==> src/rtl/irq_dlv_pkg.sv <==
package irq_dlv_pkg;
  typedef enum logic [1:0] {
    SEL_NONE = 2'd0,
    SEL_RST  = 2'd1,
    SEL_NMI  = 2'd2,
    SEL_LVL  = 2'd3
  } sel_e;

  localparam int unsigned NUM_HARD = 2;  // reset and NMI flags
  localparam int unsigned IDX_RST  = 0;
  localparam int unsigned IDX_NMI  = 1;
endpackage

==> src/rtl/irq_pend_flags.sv <==
module irq_pend_flags
  import irq_dlv_pkg::*;
#(
  parameter int unsigned IP_W = 6
) (
  input  logic                clk,
  input  logic                rst,
  input  logic [NUM_HARD-1:0] hard_evt_i,
  input  logic [NUM_HARD-1:0] hard_clr_i,
  input  logic                lvl_evt_i,
  input  logic [IP_W-1:0]     lvl_i,
  input  logic                lvl_clr_i,
  output logic [NUM_HARD-1:0] hard_pend_o,
  output logic                lvl_pend_o,
  output logic [IP_W-1:0]     lvl_val_o
);
  // Reset and NMI flags: a new event outranks a clear in the same cycle
  for (genvar g = 0; g < NUM_HARD; g++) begin : g_hard
    always_ff @(posedge clk) begin
      if (rst) hard_pend_o[g] <= 1'b0;
      else     hard_pend_o[g] <= hard_evt_i[g] | (hard_pend_o[g] & ~hard_clr_i[g]);
    end
  end

  // Level slot: the most recent event overwrites any value still pending
  always_ff @(posedge clk) begin
    if (rst) begin
      lvl_pend_o <= 1'b0;
      lvl_val_o  <= '0;
    end else if (lvl_evt_i) begin
      lvl_pend_o <= 1'b1;
      lvl_val_o  <= lvl_i;
    end else if (lvl_clr_i) begin
      lvl_pend_o <= 1'b0;
    end
  end
endmodule

==> src/rtl/irq_arbiter.sv <==
module irq_arbiter
  import irq_dlv_pkg::*;
#(
  parameter int unsigned IP_W = 6
) (
  input  logic                boundary_i,
  input  logic [NUM_HARD-1:0] hard_pend_i,
  input  logic                lvl_pend_i,
  input  logic [IP_W-1:0]     lvl_val_i,
  input  logic                sr_ie_i,
  input  logic [IP_W-1:0]     sr_im_i,
  output sel_e                sel_o,
  output logic                take_int_o,
  output logic [NUM_HARD-1:0] hard_clr_o,
  output logic                lvl_clr_o
);
  logic is_eoi;
  logic unmasked;

  assign is_eoi   = (lvl_val_i == '0);
  assign unmasked = sr_ie_i && ((lvl_val_i & sr_im_i) != '0);

  always_comb begin
    sel_o = SEL_NONE;
    if (boundary_i) begin
      if (hard_pend_i[IDX_RST])      sel_o = SEL_RST;
      else if (hard_pend_i[IDX_NMI]) sel_o = SEL_NMI;
      else if (lvl_pend_i)           sel_o = SEL_LVL;
    end
  end

  assign take_int_o          = (sel_o == SEL_LVL) && !is_eoi && unmasked;
  assign lvl_clr_o           = (sel_o == SEL_LVL) && (is_eoi || unmasked);
  assign hard_clr_o[IDX_RST] = (sel_o == SEL_RST);
  assign hard_clr_o[IDX_NMI] = (sel_o == SEL_NMI);
endmodule

==> src/rtl/irq_out_reg.sv <==
module irq_out_reg
  import irq_dlv_pkg::*;
#(
  parameter int unsigned IP_W = 6
) (
  input  logic            clk,
  input  logic            rst,
  input  sel_e            sel_i,
  input  logic            take_int_i,
  input  logic [IP_W-1:0] lvl_val_i,
  output logic [IP_W-1:0] cause_ip_o,
  output logic            cause_we_o,
  output logic            exc_rstnmi_o,
  output logic            exc_int_o
);
  always_ff @(posedge clk) begin
    if (rst) begin
      cause_ip_o   <= '0;
      cause_we_o   <= 1'b0;
      exc_rstnmi_o <= 1'b0;
      exc_int_o    <= 1'b0;
    end else begin
      cause_we_o   <= (sel_i == SEL_LVL);
      exc_rstnmi_o <= (sel_i == SEL_RST) || (sel_i == SEL_NMI);
      exc_int_o    <= take_int_i;
      if (sel_i == SEL_LVL) cause_ip_o <= lvl_val_i;
    end
  end
endmodule

==> src/rtl/irq_delivery_ctrl.sv <==
module irq_delivery_ctrl
  import irq_dlv_pkg::*;
#(
  parameter int unsigned IP_W = 6
) (
  input  logic            clk,
  input  logic            rst,
  input  logic            rst_req_i,
  input  logic            nmi_req_i,
  input  logic            lvl_evt_i,
  input  logic [IP_W-1:0] lvl_i,
  input  logic            boundary_i,
  input  logic            sr_ie_i,
  input  logic [IP_W-1:0] sr_im_i,
  output logic [IP_W-1:0] cause_ip_o,
  output logic            cause_we_o,
  output logic            exc_rstnmi_o,
  output logic            exc_int_o
);
  logic [NUM_HARD-1:0] hard_evt;
  logic [NUM_HARD-1:0] hard_pend;
  logic [NUM_HARD-1:0] hard_clr;
  logic                lvl_pend;
  logic [IP_W-1:0]     lvl_val;
  logic                lvl_clr;
  logic                take_int;
  sel_e                sel;

  assign hard_evt[IDX_RST] = rst_req_i;
  assign hard_evt[IDX_NMI] = nmi_req_i;

  irq_pend_flags #(.IP_W(IP_W)) u_flags (
    .clk         (clk),
    .rst         (rst),
    .hard_evt_i  (hard_evt),
    .hard_clr_i  (hard_clr),
    .lvl_evt_i   (lvl_evt_i),
    .lvl_i       (lvl_i),
    .lvl_clr_i   (lvl_clr),
    .hard_pend_o (hard_pend),
    .lvl_pend_o  (lvl_pend),
    .lvl_val_o   (lvl_val)
  );

  irq_arbiter #(.IP_W(IP_W)) u_arb (
    .boundary_i  (boundary_i),
    .hard_pend_i (hard_pend),
    .lvl_pend_i  (lvl_pend),
    .lvl_val_i   (lvl_val),
    .sr_ie_i     (sr_ie_i),
    .sr_im_i     (sr_im_i),
    .sel_o       (sel),
    .take_int_o  (take_int),
    .hard_clr_o  (hard_clr),
    .lvl_clr_o   (lvl_clr)
  );

  irq_out_reg #(.IP_W(IP_W)) u_out (
    .clk          (clk),
    .rst          (rst),
    .sel_i        (sel),
    .take_int_i   (take_int),
    .lvl_val_i    (lvl_val),
    .cause_ip_o   (cause_ip_o),
    .cause_we_o   (cause_we_o),
    .exc_rstnmi_o (exc_rstnmi_o),
    .exc_int_o    (exc_int_o)
  );
endmodule

==> config.mk <==
export PLATFORM = sky130hd
export DESIGN_NAME = irq_delivery_ctrl
export DESIGN_NICKNAME = d
export VERILOG_FILES = /design/src/rtl/irq_dlv_pkg.sv /design/src/rtl/irq_pend_flags.sv /design/src/rtl/irq_arbiter.sv /design/src/rtl/irq_out_reg.sv /design/src/rtl/irq_delivery_ctrl.sv
export SDC_FILE = /design/constraint.sdc
export NUM_CORES = 1
export LEC_CHECK = 0
export ABC_AREA = 1
export CAP_MARGIN = 10
export CORE_MARGIN = 2
export CORE_UTILIZATION = 49
export CTS_BUF_LIST = sky130_fd_sc_hd__clkbuf_8
export DETAILED_ROUTE_END_ITERATION = 8
export PLACE_DENSITY = 0.95
export SLEW_MARGIN = 20
export SYNTH_ARGS = -nofsm -noshare
export SYNTH_HDL_FRONTEND = slang
export SYNTH_HIERARCHICAL = 1
export SYNTH_SLANG_ARGS = --single-unit
==> constraint.sdc <==
create_clock -name clk -period 2 [get_ports clk]
set_clock_uncertainty 0.1 [all_clocks]
set_input_delay 0.2 -clock clk [delete_from_list [all_inputs] [get_ports clk]]
set_output_delay 0.2 -clock clk [all_outputs]
set_load 0.01 [all_outputs]
==> run metrics, run 1 <==
commonest non-fill, non-tap cell in the layout=nor2_1; Yosys warning count=6; element type at the critical path start=primary input; num rows=14; n_diodes=0; fin area=about 1100 um^2; Worst VDD drop=roughly 0.45 mV; nets=about 170; number of global-route vias before repair=~690; Layout fillers=120; Worst Path Required=2.04 ns; Die H=around 44 um; GRT Total Usage=between 10% and 20%; Die W=44.5 um; maximum clock frequency=a little over 600 MHz; Max Cap Viol=0; Vias/cell=4.67; Die Footprint=just under 2000 um^2; syn_nets=140; period utilisation layout=82.5%; Sink Count=18; largest net degree at the start of global routing=13; Worst Tran Pin Value=0.362 ns; H-tree depth=1; Slew Limit Fails=0; Wirelength per Cell=9.84 um; Worst path most repeated cell=nand2_1; post-layout min period=1.65 ns; Area Growth Syn to Fin=40.9%; Critical-path top delay cell=clkdlybuf4s50_1; drt total wl=1620 um; Post-Syn Area per Cell=about 6.7 um^2; Vias=approximately 770; Hold Path Stages=2; clock buffer count from CTS=3; number of synthesized register bits=18; Starting Density=52.6%; Worst-Skew Late Latency=~0.24 ns; crit path capture type=flip-flop; postcts setup bufs=0; Synth Cell Area=about 800 um^2; Core Area=between 1500 and 2000 um^2; status=finished, final reports clean; most frequent cells in the layout=nor2_1, nand2_1, clkdlybuf4s50_1; Total Neg Setup Slack=0 ns; 1st-pass router iterations=4; first-pass GRT wire length=~2600 um; share of cells above drive strength 1=under 10%; Placement Setup Slack=about 0.11 ns; placed inst area=roughly 1100 um^2; drt drc=0; clock tree buffer depth=2; max_slew headroom=about three quarters; CP cell instances=clkdlybuf4s50_1, inv_1, or2_4, nor2_4, ha_1, nand2_1, nand2_1, nor2_1; remaining global-route overflow=0; worst stage delay on the critical path=approximately 0.47 ns; Min-Delay Path Class=reg -> reg; final worst slack=between 0.3 and 0.4 ns; Worst Path Max Fanout=12; critical path class=in -> reg; Starting DRT DRC Count=24; Port Buf Inserts=27; clk root buf=clkbuf_8; Synth Instances=119; Reg2Reg Depth=6; RSZ-0062 raised after global routing=false; final hold vios=0; I/O pins=28; final setup vio count=0; Routed Antenna Nets=0; CTS tree=done; RD Place Congestion=around 0.74; Synth cell types=15; initial antenna violation count=0; placed wire-length estimate=1260 um; Lkg Pwr=a little over 0.5 nW; post-cts sizing count=0; clk slew on worst S/H paths=roughly 0.06 ns; critical path data arrival time=1.69 ns; Pwr Density=between 600 and 700 nW/um^2; # hold bufs at CTS=0; register area share after synthesis=between 40% and 50%
Yosys cell counts:
library cell  number  area (um^2)
dfxtp_1           18          360
nor2_4             1         11.3
a21oi_1            2         10.0
a21oi_2            2         17.5
o21ai_0            6         30.0
ha_1               2         25.0
inv_2              2         7.51
o21ai_1            1         5.00
inv_1             19         71.3
buf_6              1         11.3
nand2_2            1         6.26
nand3_1            1         5.00
or2_4              1         8.76
nand2_1           28          105
nor2_1            34          128
power breakdown:
group / internal [W] / switching (W)
combinational: 0.0000729 / 0.0000606
clock: 0.000133 / 0.000103
sequential: 0.000379 / 0.0000157
total: 0.000585 / 0.000180
worst paths after layout:
check	start	endpoint	slack, ns
min reg2reg	u_out/cause_ip_o[1]	u_out/cause_ip_o[1]	0.38
min	u_out/cause_ip_o[1]	u_out/cause_ip_o[1]	0.38
max reg2reg	u_flags/hard_pend_o[0]	u_out/cause_ip_o[3]	0.49
max	boundary_i	u_out/cause_ip_o[3]	0.35
cells by family (layout without fill, tap and decap cells):
family                     count (synthesis)  after routing  share of synthesized area, %
buffers and inverters                     22             52                          11.2
adders and majority gates                  2              2                          3.12
AOI/OAI and AO/OA                         11             11                          7.80
and+or+nand+nor                           66             66                          32.9
DFF                                       18             18                          44.9
area by class of cell:
class / count / area [um^2] / share of cell area [%]
inverters: 21 / 78.8 / 6.98
repair buffers: 28 / 278 / 24.6
flip-flops and latches: 18 / 360 / 31.9
well taps: 16 / 20.0 / 1.77
multi-input cells: 79 / 352 / 31.1
clock buffers: 3 / 41.3 / 3.65
worst max-delay path: cells and delay by family:
| family | cells | cell delay, ns |
|---|---|---|
| simple gates | 5 | 0.57 |
| fa+ha+maj | 1 | 0.38 |
| buf+inv | 2 | 0.53 |
through the flow:
step	util, %	hold slack, ns	total power (W)	cells
final	74.1	0.375	0.000765	165
after global routing	74.1	0.395	0.000803	165
after CTS	74.1	0.375	0.000771	165
after detailed placement	71.4	0.368	0.000534	162
after global placement	71.4	0.361	0.000528	162
after floorplan	-	0.162	0.000466	119
layer usage:
metal | up-vias | wire length, um | share of wire [%] | track usage [%]
met5 | - | 0 | 0 | 0
met4 | 0 | 16 | 0.99 | 12.1
met3 | 4 | 74 | 4.6 | 4.90
met2 | 23 | 812 | 50 | 33.8
met1 | 334 | 719 | 44 | 18.1
li1 | 410 | - | - | -
state kept, by name, summed over array words and instances (netlist names):
name and flops:
u_out/exc_int_o 1, u_out/exc_rstnmi_o 1, u_flags/lvl_val_o 6, u_flags/lvl_pend_o 1
u_flags/hard_pend_o 2, u_out/cause_ip_o 6, u_out/cause_we_o 1
No activity file was read; power rests on OpenSTA's default activity.
==> inputs of run 2 (changes only) <==
--- a/config.mk
+++ b/config.mk
@@ -8,10 +8,10 @@
 export ABC_AREA = 1
 export CAP_MARGIN = 10
 export CORE_MARGIN = 2
-export CORE_UTILIZATION = 49
+export CORE_UTILIZATION = 41
 export CTS_BUF_LIST = sky130_fd_sc_hd__clkbuf_8
 export DETAILED_ROUTE_END_ITERATION = 8
-export PLACE_DENSITY = 0.95
+export PLACE_DENSITY = 0.89
 export SLEW_MARGIN = 20
 export SYNTH_ARGS = -nofsm -noshare
 export SYNTH_HDL_FRONTEND = slang
==> constraint.sdc (replaced) <==
create_clock -name clk -period 1.5 [get_ports clk]
set_clock_uncertainty 0.1 [all_clocks]
set_input_delay 0.15 -clock clk [delete_from_list [all_inputs] [get_ports clk]]
set_output_delay 0.15 -clock clk [all_outputs]
set_load 0.01 [all_outputs]
==> run metrics, run 2 (same netlist as run 1, synthesis figures left out) <==
status=finished, final reports clean (unchanged); most frequent cells in the layout=nor2_1, nand2_1, clkdlybuf4s50_1 (unchanged); Vias/cell=4.57 (was 4.67); remaining global-route overflow=0 (unchanged); Starting DRT DRC Count=14 (was 24); Layout Utilization=66.9% (was 74.1%); Clk pwr share=34.7% (was 30.9%); worst stage delay on the critical path=0.47 ns (about the same); commonest non-fill, non-tap cell in the layout=nor2_1 (unchanged); Worst Path Max Fanout=12 (unchanged); RD Place Congestion=0.788 (was 0.744); clock buffer count from CTS=3 (unchanged); Worst-Skew Late Latency=0.25 ns (was 0.24 ns); Starting Density=45.0% (was 52.6%); Die Footprint=2330 um^2 (was 1980 um^2); NetSw=0.000254 W (was 0.000180 W); Slew Limit Fails=0 (unchanged); placed insts=174 (was 162); Routed Antenna Nets=0 (unchanged); Lkg Pwr=0.538 nW (was 0.515 nW); placed wire-length estimate=1340 um (was 1260 um); share of cells above drive strength 1=10.5% (was 7.38%); I/O pins=28 (unchanged); element type at the critical path start=primary input (unchanged); fin area=1190 um^2 (was 1130 um^2); Die W=48.2 um (was 44.5 um); Critical-path top delay cell=clkdlybuf4s50_1 (unchanged); postcts setup bufs=0 (unchanged); period utilisation layout=a little over nine tenths; Wirelength per Cell=9.77 um (was 9.84 um); clk root buf=clkbuf_8 (unchanged); nets=175 (was 172); Most Crowded Layer GR=met2 (unchanged); met2 Use GR=29.5% (was 33.8%); Die H=48.2 um (was 44.5 um); Layout fillers=153 (was 120); Core Area=1780 um^2 (was 1520 um^2); drt total wl=1740 um (was 1620 um); placed inst area=1130 um^2 (was 1090 um^2); final setup vio count=0 (unchanged); crit-path leading delay family=buffers and inverters (was simple AND/OR/NAND/NOR gates); CP bufs+invs=3 (was 2); sw frac=23.1% (was 23.5%); Sink Count=18 (unchanged); Worst VDD drop=0.618 mV (was 0.451 mV); Vias=814 (was 771); max_slew headroom=85.8% (was 75.9%); GRT Total Usage=17.2% (was 18.5%); first-pass GRT wire length=2720 um (was 2620 um); final hold vios=0 (unchanged); CP cell instances=clkdlybuf4s50_1, inv_1, or2_4, nor2_4, ha_2, buf_12, nand2_1, nand2_1, nor2_1 (was clkdlybuf4s50_1, inv_1, or2_4, nor2_4, ha_1, nand2_1, nand2_1, nor2_1); total power=0.00110 W (was 0.000765 W); 1st-pass router iterations=4 (unchanged); number of global-route vias before repair=696 (was 691); maximum clock frequency=between 700 and 800 MHz; n_diodes=0 (unchanged); P_int=0.000842 W (was 0.000585 W); Worst Path Required=1.54 ns (was 2.04 ns); Area Growth Syn to Fin=48.7% (was 40.9%); Seq pwr share=47.9% (was 51.6%); grt met1 use=20.0% (was 18.1%); logic gate share of total power=17.3% (was 17.5%); drt drc=0 (unchanged); Max Cap Viol=0 (unchanged); post-layout min period=between 1 and 1.5 ns; Min-Delay Path Class=in -> reg (was reg -> reg); largest net degree at the start of global routing=13 (unchanged); Hold WS=0.359 ns (was 0.375 ns); H-tree depth=1 (unchanged); clk slew on worst S/H paths=0.07 ns (was 0.06 ns); initial antenna violation count=0 (unchanged); GR Util met3=3.33% (was 4.90%); Worst path most repeated cell=nand2_1 (unchanged); Layout Cells excl Fill=178 (was 165); critical path data arrival time=1.46 ns (was 1.69 ns); crit path capture type=flip-flop (unchanged); CTS tree=done (unchanged); Port Buf Inserts=27 (unchanged); Worst Tran Pin Value=0.211 ns (was 0.362 ns); critical path class=in -> reg (unchanged); biggest regs=u_flags/lvl_val_o: 6 flops, u_out/cause_ip_o: 6 flops, u_flags/hard_pend_o: 2 flops (unchanged); Pwr Density=919 nW/um^2 (was 677 nW/um^2); clock tree buffer depth=2 (unchanged); num rows=15 (was 14)
-- run 2: through the flow --
stage          TNS [ns]  setup slack, ns
2_1_floorplan         0            0.182
3_3_place_gp      -1.06           -0.157
3_5_place_dp      -1.28           -0.176
4_1_cts               0           0.0771
5_1_grt        -0.00524         -0.00524
6_report              0           0.0823
-- run 2: area by class of cell --
class,instances,area [um^2],area share (%)
flip-flops and latches,18,360,30.2
multi-input cells,79,354,29.7
repair buffers,31,313,26.2
inverters,21,78.8,6.61
clock buffers,4,55.1,4.62
well taps,25,31.3,2.62
-- run 2: worst paths after layout --
check | startpoint | endpoint | slack (ns) | cells past startpoint
setup / recovery | boundary_i | u_out/cause_ip_o[3] | 0.08 | 9
hold / removal | rst_req_i | u_flags/hard_pend_o[0] | 0.36 | 3
setup reg to reg | u_flags/hard_pend_o[1] | u_out/cause_ip_o[3] | 0.16 | 8
hold reg to reg | u_out/cause_ip_o[2] | u_out/cause_ip_o[2] | 0.37 | 2
-- run 2: power groups by stage --
stage / Sequential, W / Clock, W / Combinational (W)
final: 0.000525 / 0.000381 / 0.000190
after global routing: 0.000529 / 0.000421 / 0.000210
after CTS: 0.000525 / 0.000391 / 0.000190
after detailed placement: 0.000536 / 0 / 0.000187
after global placement: 0.000535 / 0 / 0.000180
after floorplan: 0.000536 / 0 / 0.0000847
-- run 2: what timing repair did --
item / in CTS / in global routing
hold buffers: 0 / 0
gates resized for setup: 0 / 1
endpoints found under the setup margin: 0 / 1
-- run 2: metal layers --
metal | part of all wire (%) | vias up | routed length, um
met1 | 44 | 368 | 760
met5 | 0 | - | 0
met3 | 5.1 | 2 | 89
met2 | 49 | 26 | 859
li1 | - | 418 | -
met4 | 1.6 | 0 | 28
-- run 2: worst reg2reg max path, delay by kind of cell, from the launching register on --
kind	cells	cell delay [ns]
AND/OR/NAND/NOR	4	0.19
buffers and inverters	2	0.18
adder cells (fa/ha/maj)	1	0.23
flip-flops	1	0.33
AO/OA/AOI/OAI	1	0.20
==> inputs of run 3 (changes only) <==
--- a/config.mk
+++ b/config.mk
@@ -11,6 +11,7 @@
 export CORE_UTILIZATION = 41
 export CTS_BUF_LIST = sky130_fd_sc_hd__clkbuf_8
 export DETAILED_ROUTE_END_ITERATION = 8
+export GPL_TIMING_DRIVEN = 0
 export PLACE_DENSITY = 0.89
 export SLEW_MARGIN = 20
 export SYNTH_ARGS = -nofsm -noshare
==> run metrics, run 3 (same netlist as run 1, synthesis figures left out) <==
Sink Count=18 (unchanged); initial antenna violation count=0 (unchanged); final worst slack=0.0962 ns (was 0.0823 ns); Reg2Reg Depth=7 (was 8); clock tree buffer depth=2 (unchanged); RD Place Congestion=0.799 (was 0.788); largest net degree at the start of global routing=11 (was 13); critical path data arrival time=1.44 ns (was 1.46 ns); crit path capture type=flip-flop (unchanged); critical path class=reg -> reg (was in -> reg); drt total wl=1800 um (was 1740 um); Pwr Density=915 nW/um^2 (was 919 nW/um^2); Worst Path Required=1.54 ns (about the same); placed wire-length estimate=1250 um (was 1340 um); Die Footprint=2330 um^2 (unchanged); Worst VDD drop=0.468 mV (was 0.618 mV); CTS tree=done (unchanged); Lkg Pwr=0.547 nW (was 0.538 nW); Layout Cells excl Fill=178 (unchanged); clock buffer count from CTS=3 (unchanged); maximum clock frequency=712 MHz (was 705 MHz); # hold bufs at CTS=0 (unchanged); Core Area=1780 um^2 (unchanged); Port Buf Inserts=27 (unchanged); Worst-Skew Late Latency=0.25 ns (about the same); max_slew headroom=80.1% (was 85.8%); GRT Total Usage=17.4% (was 17.2%); 1st-pass router iterations=4 (unchanged); Die H=48.2 um (unchanged); Layout Utilization=67.3% (was 66.9%); Max Cap Viol=0 (unchanged); worst r2r src=u_flags/hard_pend_o[0] (was u_flags/hard_pend_o[1]); Die W=48.2 um (unchanged); Hold Path Origin=boundary_i (was rst_req_i); element type at the critical path start=flip-flop (was primary input); Worst Path Max Fanout=5 (was 12); Min-Delay Path Class=in -> reg (unchanged); Starting Density=45.0% (unchanged); H-tree depth=1 (unchanged); post-layout min period=1.40 ns (was 1.42 ns); Vias=788 (was 814); period utilisation layout=93.6% (was 94.5%); number of global-route vias before repair=717 (was 696); biggest regs=u_flags/lvl_val_o: 6 flops, u_out/cause_ip_o: 6 flops, u_flags/hard_pend_o: 2 flops (unchanged); final setup vio count=0 (unchanged); Layout fillers=138 (was 153); nets=175 (unchanged); fin area=1200 um^2 (was 1190 um^2); start point of the critical path=u_flags/hard_pend_o[0] (was boundary_i); status=finished, final reports clean (unchanged); Wirelength per Cell=10.1 um (was 9.77 um); placed inst area=1100 um^2 (was 1130 um^2); clk slew on worst S/H paths=0.07 ns (about the same); Hold Path Stages=6 (was 3); clk root buf=clkbuf_8 (unchanged); final hold vios=0 (unchanged); drt drc=0 (unchanged); I/O pins=28 (unchanged); Sequential Area=360 um^2 (unchanged); most frequent cells in the layout=nor2_1, nand2_1, clkdlybuf4s50_1 (unchanged); share of cells above drive strength 1=11.8% (was 10.5%); first-pass GRT wire length=2720 um (unchanged); Starting DRT DRC Count=7 (was 14); RSZ-0062 raised after global routing=false; placed insts=171 (was 174); Slew Limit Fails=0 (unchanged); Placement Setup Slack=-0.271 ns (was -0.176 ns); num rows=15 (unchanged); commonest non-fill, non-tap cell in the layout=nor2_1 (unchanged); Area Growth Syn to Fin=49.6% (was 48.7%); remaining global-route overflow=0 (unchanged); area of the multi-input gates=368 um^2 (was 354 um^2); Routed Antenna Nets=0 (unchanged); Vias/cell=4.43 (was 4.57); n_diodes=0 (unchanged); Worst Tran Pin Value=0.297 ns (was 0.211 ns)
==> run 3: changes by cell type in the layout (fill, tap and decap cells not counted) <==
cell | previous run | this run
ha_2 | 1 | 0
inv_1 | 19 | 18
buf_12 | 1 | 0
buf_6 | 0 | 1
o21ai_2 | 0 | 1
o21ai_1 | 1 | 0
clkdlybuf4s50_1 | 27 | 26
inv_2 | 2 | 3
dlymetal6s2s_1 | 0 | 1
ha_4 | 0 | 1
==> run 3: worst paths after layout <==
kind | end | slack [ns]
min reg2reg | u_out/cause_ip_o[1] | 0.38
max reg2reg | u_out/cause_ip_o[2] | 0.1
max | u_out/cause_ip_o[2] | 0.1
min | u_flags/hard_pend_o[0] | 0.24
==> run 3: final cells by class <==
cell class | count | share of cell area [%]
multi-input cells | 79 | 30.7
flip-flops and latches | 18 | 30.0
repair buffers | 30 | 24.6
inverters | 21 | 6.57
clock buffers | 4 | 4.59
well taps | 25 | 2.61
plain buffers | 1 | 0.938
==> run 3: layer usage <==
layer	routed length [um]	GRT usage [%]
met2	936	29.2
met1	767	17.6
met4	27	15.7
met5	0	0
met3	68	4.07
==> run 3: worst max-delay path: stages (launching register included) <==
cell and delay, ns:
dfxtp_1 0.33, or2_4 0.27, nor2_4 0.16, ha_4 0.17
buf_6 0.11, nand2_1 0.06, nand2_1 0.05, nor2_1 0.04
==> run 3: power breakdown <==
| part | switching (W) | internal, W |
|---|---|---|
| registers | 0.0000205 | 0.000505 |
| clock network | 0.000151 | 0.000233 |
| logic | 0.0000860 | 0.000103 |
| total | 0.000258 | 0.000841 |
==> run 3: repair_timing <==
action	in CTS	in global routing
setup buffers	0	2
resized for setup	1	5
pin swaps	0	1
cloned	0	1
endpoints found under the setup margin	4	6
==> run 3: metrics by stage <==
step	power (W)	TNS [ns]	hold slack, ns
after floorplan	0.000621	0	0.112
after global placement	0.000703	-1.34	0.356
after detailed placement	0.000710	-1.66	0.362
after CTS	0.00109	0	0.350
after global routing	0.00116	0	0.334
final	0.00110	0	0.242
